==> src/rtl/divtmr_pkg.sv <==
package divtmr_pkg;
    localparam int TMR_W   = 32;
    localparam int SEL_W   = 2;
    localparam int SHIFT_W = 3;
    localparam int PRE_W   = (1 << SHIFT_W) - 1;

    localparam logic [TMR_W-1:0] DIV_KEEP = TMR_W'(32'h0000_000B);

    typedef enum logic [SEL_W-1:0] {
        SEL_DIV  = 2'd0,
        SEL_LOAD = 2'd1,
        SEL_CUR  = 2'd2,
        SEL_RSVD = 2'd3
    } reg_sel_e;

    typedef struct packed {
        logic             go;
        logic [TMR_W-1:0] value;
    } load_t;

    // Rotated encoding: the field plus one, wrapping in three bits, is the shift.
    function automatic logic [SHIFT_W-1:0] div_shift(input logic [TMR_W-1:0] cfg);
        logic [SHIFT_W-1:0] field;
        field = {cfg[3], cfg[1], cfg[0]};
        return field + SHIFT_W'(1);
    endfunction
endpackage

==> src/rtl/divtmr_regs.sv <==
module divtmr_regs
    import divtmr_pkg::*;
(
    input  logic                clk,
    input  logic                rst,
    input  logic                wr_en,
    input  logic [SEL_W-1:0]    wr_sel,
    input  logic [TMR_W-1:0]    wr_data,
    input  logic [SEL_W-1:0]    rd_sel,
    input  logic [TMR_W-1:0]    cur_cnt,
    output logic [SHIFT_W-1:0]  cfg_shift,
    output load_t               load,
    output logic [TMR_W-1:0]    rd_data
);
    logic [TMR_W-1:0] cfg_q;
    logic [TMR_W-1:0] init_q;
    logic             wr_cfg;

    assign wr_cfg = wr_en && (wr_sel == SEL_DIV);

    always_ff @(posedge clk) begin
        if (rst) begin
            cfg_q  <= '0;
            init_q <= '0;
        end else if (wr_en) begin
            case (reg_sel_e'(wr_sel))
                SEL_DIV:  cfg_q  <= wr_data & DIV_KEEP;
                SEL_LOAD: init_q <= wr_data;
                default:  ;
            endcase
        end
    end

    assign load.go    = wr_en && (wr_sel == SEL_LOAD);
    assign load.value = wr_data;
    assign cfg_shift  = div_shift(cfg_q);

    always_comb begin
        case (reg_sel_e'(rd_sel))
            SEL_DIV:  rd_data = cfg_q;
            SEL_LOAD: rd_data = init_q;
            SEL_CUR:  rd_data = cur_cnt;
            default:  rd_data = '0;
        endcase
    end

    // only the three field bits survive a divide write
    assert_cfg_masked_R2: assert property (@(posedge clk) disable iff (rst)
        wr_cfg |=> cfg_q == ($past(wr_data) & DIV_KEEP));

    // the divide register moves only on its own write
    assert_cfg_hold_R7: assert property (@(posedge clk) disable iff (rst)
        !wr_cfg |=> $stable(cfg_q));
endmodule

==> src/rtl/divtmr_prescale.sv <==
module divtmr_prescale
    import divtmr_pkg::*;
(
    input  logic                clk,
    input  logic                rst,
    input  logic                restart,
    input  logic                active,
    input  logic [SHIFT_W-1:0]  cfg_shift,
    output logic                wrap
);
    logic [PRE_W-1:0]   pre_q;
    logic [SHIFT_W-1:0] shift_act;
    logic [PRE_W-1:0]   lim;

    // Terminal value of the prescaler: divisor minus one.
    always_comb begin
        for (int i = 0; i < PRE_W; i++) begin
            lim[i] = (i < int'(shift_act));
        end
    end

    assign wrap = active && !restart && (pre_q == lim);

    always_ff @(posedge clk) begin
        if (rst) begin
            pre_q     <= '0;
            shift_act <= div_shift('0);
        end else if (restart) begin
            pre_q     <= '0;
            shift_act <= cfg_shift;
        end else if (active) begin
            if (pre_q == lim) begin
                pre_q     <= '0;
                shift_act <= cfg_shift;
            end else begin
                pre_q <= pre_q + PRE_W'(1);
            end
        end
    end

    // the prescaler never runs past the active divisor
    assert_pre_bound_R1: assert property (@(posedge clk) disable iff (rst)
        pre_q <= lim);

    // the active ratio is only replaced on a wrap or a restart
    assert_ratio_hold_R10: assert property (@(posedge clk) disable iff (rst)
        (!wrap && !restart) |=> $stable(shift_act));
endmodule

==> src/rtl/divtmr_count.sv <==
module divtmr_count
    import divtmr_pkg::*;
(
    input  logic               clk,
    input  logic               rst,
    input  load_t              load,
    input  logic               wrap,
    input  logic               irq_mask,
    output logic [TMR_W-1:0]   cnt,
    output logic               active,
    output logic               irq
);
    assign active = (cnt != '0);

    always_ff @(posedge clk) begin
        if (rst) begin
            cnt <= '0;
            irq <= 1'b0;
        end else begin
            irq <= 1'b0;
            if (load.go) begin
                cnt <= load.value;
            end else if (wrap) begin
                cnt <= cnt - TMR_W'(1);
                if ((cnt == TMR_W'(1)) && !irq_mask) begin
                    irq <= 1'b1;
                end
            end
        end
    end

    // the expiry request lasts one cycle
    assert_irq_single_R3: assert property (@(posedge clk) disable iff (rst)
        irq |=> !irq);

    // a pulse only follows the last count with the mask low
    assert_irq_cause_R9: assert property (@(posedge clk) disable iff (rst)
        irq |-> ($past(cnt) == TMR_W'(1)) && !$past(irq_mask) && !$past(load.go));

    // a zero load leaves the timer idle and quiet
    assert_zero_load_R8: assert property (@(posedge clk) disable iff (rst)
        (load.go && load.value == '0) |=> (cnt == '0) && !irq);

    // without a load the count holds or steps down by one
    assert_count_step_R5: assert property (@(posedge clk) disable iff (rst)
        !load.go |=> (cnt == $past(cnt)) || (cnt == $past(cnt) - TMR_W'(1)));
endmodule

==> src/rtl/divtmr_top.sv <==
module divtmr_top
    import divtmr_pkg::*;
(
    input  logic               clk,
    input  logic               rst,
    input  logic               wr_en,
    input  logic [SEL_W-1:0]   wr_sel,
    input  logic [TMR_W-1:0]   wr_data,
    input  logic [SEL_W-1:0]   rd_sel,
    output logic [TMR_W-1:0]   rd_data,
    input  logic               irq_mask,
    output logic               irq
);
    logic [SHIFT_W-1:0] cfg_shift;
    load_t              load;
    logic [TMR_W-1:0]   cnt;
    logic               active;
    logic               wrap;

    divtmr_regs u_regs (
        .clk       (clk),
        .rst       (rst),
        .wr_en     (wr_en),
        .wr_sel    (wr_sel),
        .wr_data   (wr_data),
        .rd_sel    (rd_sel),
        .cur_cnt   (cnt),
        .cfg_shift (cfg_shift),
        .load      (load),
        .rd_data   (rd_data)
    );

    divtmr_prescale u_pre (
        .clk       (clk),
        .rst       (rst),
        .restart   (load.go),
        .active    (active),
        .cfg_shift (cfg_shift),
        .wrap      (wrap)
    );

    divtmr_count u_cnt (
        .clk       (clk),
        .rst       (rst),
        .load      (load),
        .wrap      (wrap),
        .irq_mask  (irq_mask),
        .cnt       (cnt),
        .active    (active),
        .irq       (irq)
    );

    // an idle timer reads back zero and raises nothing
    assert_idle_zero_R6: assert property (@(posedge clk) disable iff (rst)
        (!active && !load.go) |=> (cnt == '0) && !irq);
endmodule

==> config.mk <==
export PLATFORM = sky130hd
export DESIGN_NAME = divtmr_top
export DESIGN_NICKNAME = d
export VERILOG_FILES = /design/src/rtl/divtmr_pkg.sv /design/src/rtl/divtmr_regs.sv /design/src/rtl/divtmr_prescale.sv /design/src/rtl/divtmr_count.sv /design/src/rtl/divtmr_top.sv
export SDC_FILE = /design/constraint.sdc
export NUM_CORES = 1
export LEC_CHECK = 0
export ABC_CLOCK_PERIOD_IN_PS = 5200
export BUFFER_PORTS_ARGS = -buffer_cell sky130_fd_sc_hd__clkbuf_2
export CAP_MARGIN = 20
export CELL_PAD_IN_SITES_DETAIL_PLACEMENT = 0
export CELL_PAD_IN_SITES_GLOBAL_PLACEMENT = 1
export CORE_AREA = 3 3 87 121
export CTS_CLUSTER_SIZE = 8
export DETAILED_ROUTE_END_ITERATION = 6
export DIE_AREA = 0 0 90 124
export PLACE_DENSITY_LB_ADDON = 0.1
export SKIP_CTS_REPAIR_TIMING = 1
export SYNTH_ARGS = -nofsm -noshare
export SYNTH_HDL_FRONTEND = slang
export SYNTH_SLANG_ARGS = --single-unit
==> constraint.sdc <==
create_clock -name clk -period 5.2 [get_ports clk]
set_input_delay 1.04 -clock clk [delete_from_list [all_inputs] [get_ports clk]]
set_output_delay 1.04 -clock clk [all_outputs]
set_load 0.03 [all_outputs]
Word-level counts from Yosys, hierarchy flattened:

Index checks and enable logic that the tools add are counted.

* muxes and demuxes: 8
* divide/modulo/power cells: 0
* multipliers: 0
* magnitude comparators: 7
* $add $sub $neg: 3
* reductions and logical operators: 17
* bitwise logic cells: 1
* shifts and indexed selects: 0
* equality and inequality tests: 5

Operator list (number)
* case mux 32 bit (3 select lines): 1
* two-way mux 32 bit: 2
* == test 32 x 1 -> 1 bit, second input constant: 1
* nonzero test 32 bit: 1
* subtractor 32 x 1 -> 32 bit, second input constant: 1
* < comparator 3 bit, first input constant: 3
* two-way mux 3 bit: 3
* adder 7 x 1 -> 7 bit, second input constant: 1
* == test 7 bit: 1
* two-way mux 7 bit: 1
* < comparator 1 x 3 -> 1 bit, first input constant: 2
* < comparator 2 x 3 -> 1 bit, first input constant: 2
* AND reduction 2 bit: 3
* nonzero test 2 bit: 3
* == test 2 x 1 -> 1 bit, second input constant: 2
* logical AND 1 bit: 4
* zero test 2 bit: 2
* adder 3 x 1 -> 3 bit, second input constant: 1
* OR reduction 3 bit: 1
* == test 2 bit, second input constant: 1
* zero test 1 bit: 2
* OR reduction 2 bit: 1
* two-way mux 1 bit: 1
* inverter 1 bit: 1

* bits in read-only memories: 0
* word-level logic and storage cells: 47
* bits in registers: 78
* bits in writable memories: 0
* latch bits: 0
* memories kept: 0

Depth between registers and ports, before layout:

* word-level depth: 7
* depth in mapped cells: 9

By module:

From an unflattened synthesis, not the netlist that was laid out.

* cells, all modules: 569
* area, all modules: 5003.5 um^2

Modules (own cells, without submodules)
* divtmr_regs: cells an instance 230, times used 1, sequential area each 700.7 um^2, area each 2233.4 um^2
* divtmr_count: cells an instance 264, times used 1, sequential area each 660.6 um^2, area each 2118.3 um^2
* divtmr_prescale: cells an instance 75, times used 1, sequential area each 200.2 um^2, area each 651.9 um^2

Least setup slack after synthesis:

OpenSTA, ideal clock, no wires.

* path type: input -> output
* start: input rd_sel[1]
* end: output rd_data[10]
* data arrival time: 2.116 ns
* cell stages on the path: 4
* slack: 2.044 ns
* data required time: 4.160 ns
* cell sequence: nor2b_1 > clkbuf_1 > buf_1 > a22o_1

* cells in the longest elaborated chain, start to end: 2
* elaborated cells on any way between the ends: 4

Ends and longest elaborated chain
* from (decl): RTL line divtmr_top.sv:9 `input logic [SEL_W-1:0] rd_sel,`
* == test 2 bit (tied with other cells): RTL line divtmr_regs.sv:39 `case (reg_sel_e'(rd_sel))`
* case mux 32 bit (3 select lines) *: RTL line divtmr_regs.sv:39
* to (decl): RTL line divtmr_top.sv:10 `output logic [TMR_W-1:0] rd_data,`

Mark *: on every way between the ends. The rest lies on a longest branch, timed or not.

Worst setup path after layout:

* start: input rd_sel[0]
* end: output rd_data[2]

Same word-level chain as after synthesis.

==> results.py <==
metrics = {
    "sta": {
        "rsz0062_at_grt": "no",
        "finalMaxSlewViolations": 0,
        "finalSetupViolations": 0,
        "period_needed_ns": 3.53,
        "worst_pin_slew_ns": 0.911,
        "tns_ns": 0,
        "period_share": 0.678,
        "skew_ns": 0.00486,
        "max-slew-margin-rel": 0.392,
        "finalHoldWorstSlack_ns": 0.452,
        "finalHoldViolCount": 0,
        "fmax_mhz": 284,
    },
    "floorplan": {
        "fp-row-count": 42,
        "core_mm2": 0.00956,
        "io_pins": 73,
        "die_w_um": 90,
        "start_util": 0.444,
        "die_area_mm2": 0.0112,
        "die_y_um": 124,
    },
    "drt": {
        "num_vias": 4092,
        "antenna_left": 0,
        "totalWireLength_mm": 11.9,
        "wire_per_inst_um": 16.9,
        "drtIter0Drc": 204,
        "vias_per_cell": 5.80,
        "dr.pass1.iters": 4,
        "drc": 0,
    },
    "worst_setup_path": {
        "reg2reg_depth": 6,
        "crit_fanout": 20,
        "cp-end-kind": "output pin",
        "crit_type": "primary input to output pin",
        "critPathArrivalTime_ns": 2.49,
        "crit_path_start": "rd_sel[0]",
        "worstReg2RegStart": "u_pre.shift_act[2]",
        "required_ns": 4.16,
        "setup.worst_path.start_class": "primary input",
    },
    "global_route": {
        "grt-ovfl-total": 0,
        "grt_pass1_vias": 3835,
        "grt_max_degree": 90,
        "grt_pass1_wl_mm": 19.6,
        "track_usage": 0.217,
        "antenna_found_initial": 0,
    },
    "cells_and_area": {
        "final_cells": 706,
        "multi_input_comb_area_mm2": 0.00251,
        "area_delta_synth_final_pct": 16.8,
        "final_cell_mix": "87 x nand2_1, 78 x dfxtp_1, 72 x clkbuf_2, 48 x nor2_1, 38 x a21oi_1",
        "regArea_mm2": 0.00156,
        "utilization": 0.519,
        "final_common_cell": "nand2_1",
        "n_antenna_cell": 0,
        "drive_above_1_share": 0.193,
        "final_net_count": 613,
        "num-fill-cells": 969,
        "fin_area_mm2": 0.00497,
    },
    "clocking": {
        "clkSinkCount": 78,
        "cts_buffers": 9,
        "htree_levels": 3,
        "cts_tree": "yes",
        "clk_path_buf_depth": 2,
        "clk_latency_ns": 0.34,
        "clk_pin_slew_ns": 0.06,
        "cts_root_buf": "clkbuf_16",
    },
    "synth": {
        "avgSynthCellArea_um2": 8.17,
        "synth_edf_count": 0,
        "synth_warnings": 0,
        "synth_flop_cell": "dfxtp_1",
        "ys_seq_area_frac": 0.367,
        "ys_types": 64,
        "netlist_area_mm2": 0.00425,
        "synth-async-reset-ratio": 0,
        "syn_inst": 520,
        "syn_nets": 564,
        "synth_seq_cells": 78,
    },
    "placement": {
        "dp_hpwl_mm": 8.19,
        "gp_congestion": 0.812,
        "port_buffers": 72,
        "placed_area_mm2": 0.00465,
        "place_inst": 690,
    },
    "worst_hold_path": {
        "min-delay-start": "u_regs.init_q[19]",
        "hp-class": "flop to flop",
        "whs_path_depth": 2,
    },
    "power_and_ir_drop": {
        "cellPowerDensity_mw_per_mm2": 479,
        "leakage_uw": 0.00186,
        "ir_drop_v": 0.000217,
    },
    "run": {
        "cap_viol_max_count": 0,
    },
    "outcome": {
        "status": "complete, no violations",
    },
}
==> where the power goes <==
part / total (uW) / switching, uW / internal, uW
registers: 804 / 126 / 679
logic: 906 / 584 / 322
clock network: 671 / 239 / 432
total: 2380 / 948 / 1430
==> per-layer routing <==
layer / part of all wire / wire length [um] / GRT usage
met5: 0 / 0 / 0
met4: 0.023 / 276 / 0.102
met3: 0.032 / 385 / 0.0320
met2: 0.49 / 5840 / 0.372
met1: 0.45 / 5410 / 0.270
==> synth_stat cells, types with 3 or more instances <==
| cell | number | area, um^2 |
|---|---|---|
| o41ai_1 | 5 | 43.8 |
| a21o_1 | 4 | 30.0 |
| o21ai_1 | 9 | 45.0 |
| nand2_1 | 87 | 327 |
| nand3b_1 | 5 | 37.5 |
| o31ai_1 | 10 | 75.1 |
| clkbuf_1 | 22 | 82.6 |
| ha_1 | 4 | 50.1 |
| or2_1 | 3 | 18.8 |
| a311oi_1 | 21 | 184 |
| xor2_1 | 3 | 26.3 |
| or4_1 | 11 | 82.6 |
| nor4_1 | 6 | 37.5 |
| a22o_1 | 29 | 254 |
| nand2b_1 | 5 | 31.3 |
| nand4_1 | 5 | 31.3 |
| a211oi_1 | 4 | 30.0 |
| nor2_1 | 48 | 180 |
| a21oi_1 | 38 | 190 |
| nand4b_1 | 3 | 26.3 |
| buf_2 | 9 | 45.0 |
| nor2b_1 | 3 | 18.8 |
| nand3_1 | 8 | 40.0 |
| mux2i_1 | 8 | 80.1 |
| o211ai_1 | 3 | 22.5 |
| nor3_1 | 6 | 30.0 |
| dfxtp_1 | 78 | 1560 |
| buf_1 | 6 | 22.5 |
| or3_1 | 14 | 87.6 |
| inv_1 | 4 | 15.0 |
| xnor2_1 | 6 | 52.6 |
| nor3b_1 | 3 | 22.5 |
| o21ai_0 | 8 | 40.0 |
| and3_1 | 4 | 25.0 |
==> flip-flops by register name, summed over array words and instances (netlist names) <==
register         flops
u_pre.shift_act      3
u_cnt.cnt           32
u_regs.cfg_q         3
u_cnt.irq            1
u_regs.init_q       32
u_pre.pre_q          7
==> worst max-delay path, cell delays in order <==
cell      delay [ns]
clkbuf_2        0.12
nor2b_2         0.57
buf_4           0.37
a22o_1          0.17
clkbuf_2        0.20
==> cell type report <==
cell class,instances,area share
inverter,4,0.00302
clock inverter,4,0.0141
tap,132,0.0333
clock buffer,12,0.0496
timing repair buffer,77,0.0801
sequential,78,0.314
multi-input combinational,399,0.505
==> cells by family after synthesis <==
kind of cell | synth area share
AND/OR/NAND/NOR | 0.287
AO/OA/AOI/OAI | 0.253
flip-flops | 0.367
buffers and inverters | 0.0433
XOR/XNOR | 0.0185
multiplexers | 0.0188
adder cells (fa/ha/maj) | 0.0118
==> worst paths after layout <==
check                 endpoint  slack, ns
max                 rd_data[2]       1.67
min          u_regs.init_q[19]       0.45
max reg2reg      u_cnt.cnt[25]       2.38
min reg2reg  u_regs.init_q[19]       0.45
==> per-stage QoR <==
stage          setup WS (ns)  total power, uW
2_1_floorplan           2.04             1510
3_3_place_gp            1.72             1700
6_report                1.67             2380
4_1_cts                 1.65             2400
5_1_grt                 1.57             2540
3_5_place_dp            1.66             1720
Note: power is estimated with default switching activity, not from simulation.
